[config.mk]
export PLATFORM = sky130hd
export DESIGN_NAME = tbase_counter_top
export DESIGN_NICKNAME = d
export VERILOG_FILES = /design/src/rtl/tbase_pkg.sv /design/src/rtl/tbase_rst_sync.sv /design/src/rtl/tbase_prescaler.sv /design/src/rtl/tbase_counters.sv /design/src/rtl/tbase_regif.sv /design/src/rtl/tbase_counter_top.sv
export SDC_FILE = /design/constraint.sdc
export NUM_CORES = 1
export LEC_CHECK = 0
export CAP_MARGIN = 5
export CORE_UTILIZATION = 50
export CTS_CLUSTER_DIAMETER = 40
export DETAILED_ROUTE_END_ITERATION = 7
export GPL_TIMING_DRIVEN = 0
export HOLD_SLACK_MARGIN = 0.02
export PLACE_DENSITY = 0.78
export SYNTH_ARGS = -nofsm -noshare
export SYNTH_HDL_FRONTEND = slang
export SYNTH_HIERARCHICAL = 1
export SYNTH_SLANG_ARGS = --single-unit
[constraint.sdc]
create_clock -name clk_ref -period 3.1 [get_ports clk_ref]
set_clock_uncertainty 0.2 [all_clocks]
set_input_delay 0.31 -clock clk_ref [delete_from_list [all_inputs] [get_ports clk_ref]]
set_output_delay 0.31 -clock clk_ref [all_outputs]
set_load 0.005 [all_outputs]
[src/rtl/tbase_pkg.sv]
package tbase_pkg;
  // Register map: the address decode of the read port depends on these.
  localparam int unsigned TB_ADDR_SECONDS = 0;
  localparam int unsigned TB_ADDR_SUBSEC  = 1;
  // Stages in the reset-release synchronizer.
  localparam int unsigned TB_SYNC_STAGES  = 2;
endpackage

[src/rtl/tbase_rst_sync.sv]
module tbase_rst_sync #(
  parameter int unsigned STAGES = 2
) (
  input  logic clk,
  input  logic rst_n,
  output logic rst_sync_n
);
  logic [STAGES-1:0] chain_q;
  logic [STAGES-1:0] chain_d;

  always_comb begin
    chain_d = {chain_q[STAGES-2:0], 1'b1};
  end

  always_ff @(posedge clk or negedge rst_n) begin
    if (!rst_n) begin
      chain_q <= '0;
    end else begin
      chain_q <= chain_d;
    end
  end

  assign rst_sync_n = chain_q[STAGES-1];
endmodule

[src/rtl/tbase_prescaler.sv]
module tbase_prescaler #(
  parameter int unsigned PRESC_W = 4
) (
  input  logic clk,
  input  logic rst_n,
  output logic tick
);
  logic [PRESC_W-1:0] div_q;
  logic [PRESC_W-1:0] div_d;

  always_comb begin
    div_d = div_q + 1'b1;
  end

  always_ff @(posedge clk or negedge rst_n) begin
    if (!rst_n) begin
      div_q <= '0;
    end else begin
      div_q <= div_d;
    end
  end

  // One strobe in the last cycle of each prescaler period.
  assign tick = (div_q == {PRESC_W{1'b1}});
endmodule

[src/rtl/tbase_counters.sv]
module tbase_counters #(
  parameter int unsigned PRESC_W  = 4,
  parameter int unsigned SUB_WRAP = 25_000_000,
  parameter int unsigned SEC_W    = 32,
  localparam int unsigned SUB_W   = $clog2(SUB_WRAP)
) (
  input  logic             clk,
  input  logic             rst_n,
  input  logic             tick,
  output logic [SUB_W-1:0] sub_cnt,
  output logic [SEC_W-1:0] sec_cnt
);
  localparam logic [SUB_W-1:0] STEP_V = SUB_W'(1 << PRESC_W);
  localparam logic [SUB_W-1:0] LAST_V = SUB_W'(SUB_WRAP - (1 << PRESC_W));

  logic [SUB_W-1:0] sub_q, sub_d;
  logic [SEC_W-1:0] sec_q, sec_d;
  logic             sub_en, sec_en, at_last;

  always_comb begin
    at_last = (sub_q == LAST_V);
    sub_en  = tick;
    sec_en  = tick && at_last;
    sub_d   = at_last ? '0 : (sub_q + STEP_V);
    sec_d   = sec_q + 1'b1;
  end

  always_ff @(posedge clk or negedge rst_n) begin
    if (!rst_n) begin
      sub_q <= '0;
    end else if (sub_en) begin
      sub_q <= sub_d;
    end
  end

  always_ff @(posedge clk or negedge rst_n) begin
    if (!rst_n) begin
      sec_q <= '0;
    end else if (sec_en) begin
      sec_q <= sec_d;
    end
  end

  assign sub_cnt = sub_q;
  assign sec_cnt = sec_q;
endmodule

[src/rtl/tbase_regif.sv]
module tbase_regif
  import tbase_pkg::*;
#(
  parameter int unsigned ADDR_W = 2,
  parameter int unsigned DATA_W = 32,
  parameter int unsigned SUB_W  = 25,
  parameter int unsigned SEC_W  = 32
) (
  input  logic              clk,
  input  logic              rst_n,
  input  logic              acc_rd,
  input  logic              acc_wr,
  input  logic [ADDR_W-1:0] acc_addr,
  input  logic [SUB_W-1:0]  sub_cnt,
  input  logic [SEC_W-1:0]  sec_cnt,
  output logic [DATA_W-1:0] rd_data,
  output logic              rd_ack,
  output logic              wr_reject,
  output logic              addr_err
);
  logic [DATA_W-1:0] data_q, data_d, sel_val;
  logic              ack_q, ack_d;
  logic              rej_q, rej_d;
  logic              err_q, err_d;
  logic              unmapped;

  always_comb begin
    sel_val  = '0;
    unmapped = 1'b0;
    if (acc_addr == ADDR_W'(TB_ADDR_SECONDS)) begin
      sel_val = DATA_W'(sec_cnt);
    end else if (acc_addr == ADDR_W'(TB_ADDR_SUBSEC)) begin
      sel_val = DATA_W'(sub_cnt);
    end else begin
      unmapped = 1'b1;
    end
    data_d = acc_rd ? sel_val : data_q;
    ack_d  = acc_rd;
    err_d  = acc_rd && unmapped;
    rej_d  = acc_wr;
  end

  always_ff @(posedge clk or negedge rst_n) begin
    if (!rst_n) begin
      data_q <= '0;
      ack_q  <= 1'b0;
      rej_q  <= 1'b0;
      err_q  <= 1'b0;
    end else begin
      data_q <= data_d;
      ack_q  <= ack_d;
      rej_q  <= rej_d;
      err_q  <= err_d;
    end
  end

  assign rd_data   = data_q;
  assign rd_ack    = ack_q;
  assign wr_reject = rej_q;
  assign addr_err  = err_q;
endmodule

[src/rtl/tbase_counter_top.sv]
module tbase_counter_top
  import tbase_pkg::*;
#(
  parameter int unsigned PRESC_W  = 4,
  parameter int unsigned SUB_WRAP = 25_000_000,
  parameter int unsigned SEC_W    = 32,
  parameter int unsigned ADDR_W   = 2,
  parameter int unsigned DATA_W   = 32
) (
  input  logic              clk_ref,
  input  logic              rst_n,
  input  logic              acc_rd,
  input  logic              acc_wr,
  input  logic [ADDR_W-1:0] acc_addr,
  output logic [DATA_W-1:0] rd_data,
  output logic              rd_ack,
  output logic              wr_reject,
  output logic              addr_err
);
  localparam int unsigned SUB_W = $clog2(SUB_WRAP);

  logic             rst_sync_n;
  logic             tick;
  logic [SUB_W-1:0] sub_cnt;
  logic [SEC_W-1:0] sec_cnt;

  tbase_rst_sync #(.STAGES(TB_SYNC_STAGES)) u_rst (
    .clk        (clk_ref),
    .rst_n      (rst_n),
    .rst_sync_n (rst_sync_n)
  );

  tbase_prescaler #(.PRESC_W(PRESC_W)) u_presc (
    .clk   (clk_ref),
    .rst_n (rst_sync_n),
    .tick  (tick)
  );

  tbase_counters #(
    .PRESC_W  (PRESC_W),
    .SUB_WRAP (SUB_WRAP),
    .SEC_W    (SEC_W)
  ) u_cnt (
    .clk     (clk_ref),
    .rst_n   (rst_sync_n),
    .tick    (tick),
    .sub_cnt (sub_cnt),
    .sec_cnt (sec_cnt)
  );

  tbase_regif #(
    .ADDR_W (ADDR_W),
    .DATA_W (DATA_W),
    .SUB_W  (SUB_W),
    .SEC_W  (SEC_W)
  ) u_regif (
    .clk       (clk_ref),
    .rst_n     (rst_sync_n),
    .acc_rd    (acc_rd),
    .acc_wr    (acc_wr),
    .acc_addr  (acc_addr),
    .sub_cnt   (sub_cnt),
    .sec_cnt   (sec_cnt),
    .rd_data   (rd_data),
    .rd_ack    (rd_ack),
    .wr_reject (wr_reject),
    .addr_err  (addr_err)
  );
endmodule

; Word level (Yosys, flattened, before mapping)
; Index checks and enable logic that the tools add are counted.
[word_totals]
out_inout_bits = 35
word_cells = 22
ff_bits = 98
in_bits = 6
[classes]
addsub = 3
reduce_logical = 3
n_mux = 5
eq_ne = 3
[ops]
columns = cell, n
row1 = two-way mux 25 bit, 2
row2 = "adder 32 x 1 -> 32 bit, second input constant", 1
row3 = two-way mux 32 bit, 1
row4 = "adder 25 x 5 -> 25 bit, second input constant", 1
row5 = "== test 25 bit, second input constant", 1
row6 = "adder 4 x 1 -> 4 bit, second input constant", 1
row7 = "== test 4 bit, second input constant", 1
row8 = "== test 2 x 1 -> 1 bit, second input constant", 1
row9 = logical AND 1 bit, 2
row10 = zero test 2 bit, 1
row11 = two-way mux 1 bit, 2

; Depth between registers and ports, before layout
[depth]
ltp_word = 4
mapped_depth = 8
ltp_nobuf = 6

; Cells and area by module
; Netlist, hierarchy kept.
[modules_own_cells]
columns = mod, cells_per_inst, n_inst, area_each_um2
row1 = tbase_counters, 271, 1, 2819.0
row2 = tbase_regif, 145, 1, 1612.8
row3 = tbase_prescaler, 10, 1, 151.4
row4 = tbase_rst_sync, 3, 1, 53.8

; Worst setup path before layout
; Ideal clock, no wire load.
[synth_path]
path_kind = register -> register
startpoint = register u_presc.div_q[0]
endpoint = register u_cnt.sub_q[24] (netlist: u_cnt/sub_cnt[24])
arrival_time_ns = 2.239
path_slack_ns = 0.584
setup_ns = 0.077
stages_incl_launch_ff = 9
path_buffers = 2
path_cell_list = dfrtp_1 > ha_1 > and3_2 > buf_4 > nand4_1 > or4_1 > clkbuf_1 > or4_1 > a21oi_1
[synth_between]
elab_chain_cells = 1
[synth_rtl]
columns = element, line_no
row1 = from (decl), tbase_prescaler.sv:8  ; logic [PRESC_W-1:0] div_q;
row2 = from (signal assigned), tbase_prescaler.sv:19  ; div_q <= div_d;
row3 = == test 4 bit, tbase_prescaler.sv:24  ; assign tick = (div_q == {PRESC_W{1'b1}});
row4 = via tick, tbase_counter_top.sv:23  ; logic tick;
row5 = to (signal assigned), tbase_counters.sv:32  ; sub_q <= sub_d;
row6 = to (decl), tbase_counters.sv:16  ; logic [SUB_W-1:0] sub_q, sub_d;
; The timed path passes the listed nets, and every way through them passes these cells.
; A chain may end at the register's enable or synchronous reset.

; Worst setup path after layout
[layout_path]
startpoint = register u_presc.div_q[0]
endpoint = register u_cnt.sub_q[21] (netlist: u_cnt/sub_cnt[21])
; Same word-level chain as after synthesis.

==> flow_summary.yaml <==
run_status:
  outcome: "finished, violations left"
  failed_checks: "design-rule violations"
logic_synthesis:
  netlist_area_um2: 4640
  synth_edf_count: 0
  synthFlopType: "dfrtp_1"
  yosys.cell_types.count: 40
  async_flop_share: 1.00
  ys_seq_elements: 94
  syn_avg_cell_area_um2: 10.8
  synth_cells: 429
  yosysSeqAreaShare: 0.507
  ys_warn_count: 6
global_routing:
  grt_pass1_vias: 3382
  antenna_found_initial: 0
  grt_start_max_net_pins: 58
  grt_pass1_wl_um: 16800
  overflow: 0
  grtUsageTotal: 0.219
finish:
  area_growth_pct: 16.5
  finalInstanceArea_um2: 5400
  final_util: 0.611
  nets: 493
  insertedDiodeCount: 0
  drive_gt1_frac: 0.139
power:
  p_total_mw: 2.13
  leakagePower_nw: 2.40
  pwr-share-comb: 0.044
  p_int_mw: 1.64
  power_switching_mw: 0.491
  power_density_nw_per_um2: 395
  clockPowerShare: 0.373
  ir_drop_mv: 0.219
  p_sw_frac: 0.230
  seqPwrFrac: 0.584
setup_path:
  rr_worst_depth: 7
  crit_path_end_kind: "flop"
  regToRegEndpoint: "u_cnt/sub_cnt[21]"
  rrSetupSlack_ps: 290
  worstPathRequired_ps: 3180
  critical_path_class: "reg2reg"
  cp_data_arrival_time_ps: 2880
  setup.worst_path.start: "u_presc/div_q[0]"
  r2r_start: "u_presc/div_q[0]"
  start_kind: "flop"
  worst-path-max-fanout: 10
floorplanning:
  die_h_um: 98.3
  ioPinCount: 41
  start_util: 0.524
  die_w_um: 98.3
  fp-row-count: 34
  core_area_um2: 8850
  die-area_um2: 9660
placed_design:
  place_congestion: 0.821
  place_area_um2: 5200
  port_buffers: 39
  dp_slack_ps: 338
  place_hpwl_um: 6890
clock_network:
  htree_levels: 3
  ctsResizeCount: 0
  cts_tree: "built"
  clkSlewWorstSetupHoldPaths_ps: 90
  insertion_delay_ps: 350
  clock-sinks: 94
  cts_made_buffers: 9
  clock-root-buffer: "clkbuf_8"
  clockBufferDepth: 2
sta:
  hold_violations: 0
  slew_viol_final: 0
  setup_viol: 0
  relSlewSlack: 0.602
  period_minus_slack_ps: 2810
  fin_ws_ps: 295
  rsz0062_at_grt: "false"
  worstMarginPinSlew_ps: 592
  max_freq_mhz: 356
  holdWs_ps: 103
  finalCritPeriodShare: 0.905
routing:
  met2_length_um: 4800
  first_pass_iters: 6
  wire_per_inst_um: 16.6
  vias: 3425
  drc: 3
  met3_wirelength_um: 455
  drt-total-wl_um: 9920
  routed.top_layer: "met4"
  viasPerCell: 5.74
  drt-initial-drc-count: 235
  drt-met1-wl_um: 4560
  drtAntennaViolNets: 0
hold_path:
  worstHoldPathType: "reg2async"
run:
  drv_cap: 0
synth_stat cells (all sizes together) (7+ instances only):
cell type   n  area (µm²)
and3        7        45.1
and4       10        87.6
buf        21         154
dfrtp      94        2350
inv        39         146
mux2i      26         260
nand2      29         109
nand3      19         100
nand4      16         106
nor2       10        37.5
nor3       13        70.1
nor4       23         244
o21ai       7        35.0
o22ai      32         244
xnor2      12         105
xor2       33         289
cells by family after synthesis:
family	synth area share
and+or+nand+nor	0.200
DFF	0.507
buffers and inverters	0.0696
AOI/OAI and AO/OA	0.0699
xor gates and xnor gates	0.0850
muxes	0.0586
adders and majority gates	0.00810
other	0.00162
routing by layer:
metal	vias up	GRT usage
met4	0	0.0723
li1	1621	-
met5	-	0
met2	86	0.349
met1	1708	0.310
met3	10	0.0322
metrics by stage:
stage / setup TNS [ps] / cells
final: 0 / 597
after global routing: 0 / 597
after CTS: 0 / 597
after detailed placement: 0 / 580
after global placement: -83140 / 579
after floorplan: 0 / 432
state kept, by name, indices dropped and copies added (netlist names):
| name | flops |
|---|---|
| u_rst/chain_q | 2 |
| u_regif/rd_data | 32 |
| u_regif/wr_reject | 1 |
| u_presc/div_q | 4 |
| u_cnt/sub_cnt | 21 |
| u_regif/rd_ack | 1 |
| u_regif/addr_err | 1 |
| u_cnt/sec_cnt | 32 |
power groups by stage:
| stage | Sequential (mW) | Combinational (mW) | Clock (mW) |
|---|---|---|---|
| after CTS | 1.25 | 0.0943 | 0.819 |
| after global routing | 1.25 | 0.102 | 0.866 |
| final | 1.24 | 0.0930 | 0.795 |
| after global placement | 1.28 | 0.0732 | 0 |
| after floorplan | 1.28 | 0.0452 | 0 |
| after detailed placement | 1.27 | 0.0932 | 0 |
worst max path at each step:
| stage | endpoint | cells after the start |
|---|---|---|
| 2_1_floorplan | u_cnt/sec_cnt[0] | 0 |
| 3_3_place_gp | u_regif/rd_data[19] | 0 |
| 3_5_place_dp | u_cnt/sub_cnt[21] | 7 |
| 4_1_cts | u_cnt/sub_cnt[24] | 8 |
| 5_1_grt | u_cnt/sub_cnt[24] | 8 |
| 6_report | u_cnt/sub_cnt[21] | 7 |
timing repair:
item                                    in CTS  in global routing
endpoints found under the setup margin       0                  0
hold buffers                                 1                  0
endpoints found under the hold margin        2                  0
buffers inserted                             0                  0
worst max-delay path: stages (launching register included):
cell	delay (ps)
dfrtp_1	400
ha_1	200
and3_2	170
buf_4	170
nand4_1	320
or4_1	630
or4_1	480
a21oi_1	160
layout by cell type (no fill, tap or decap), types with 15 or more instances in the layout:
cell type,count
xor2_1,33
nand2_1,29
nor4_2,16
inv_1,39
nand3_1,18
clkdlybuf4s50_1,39
mux2i_1,26
nand4_1,15
dfrtp_1,93
o22ai_1,25
layout make-up:
class / count / area (µm²)
buffer: 27 / 176
clock inverter: 7 / 65.1
tap: 108 / 135
fill: 738 / 3440
inverter: 39 / 146
sequential: 94 / 2360
clock buffer: 9 / 124
multi-input combinational: 272 / 1970
timing repair buffer: 41 / 428
Power figures use the tool's default switching activity.
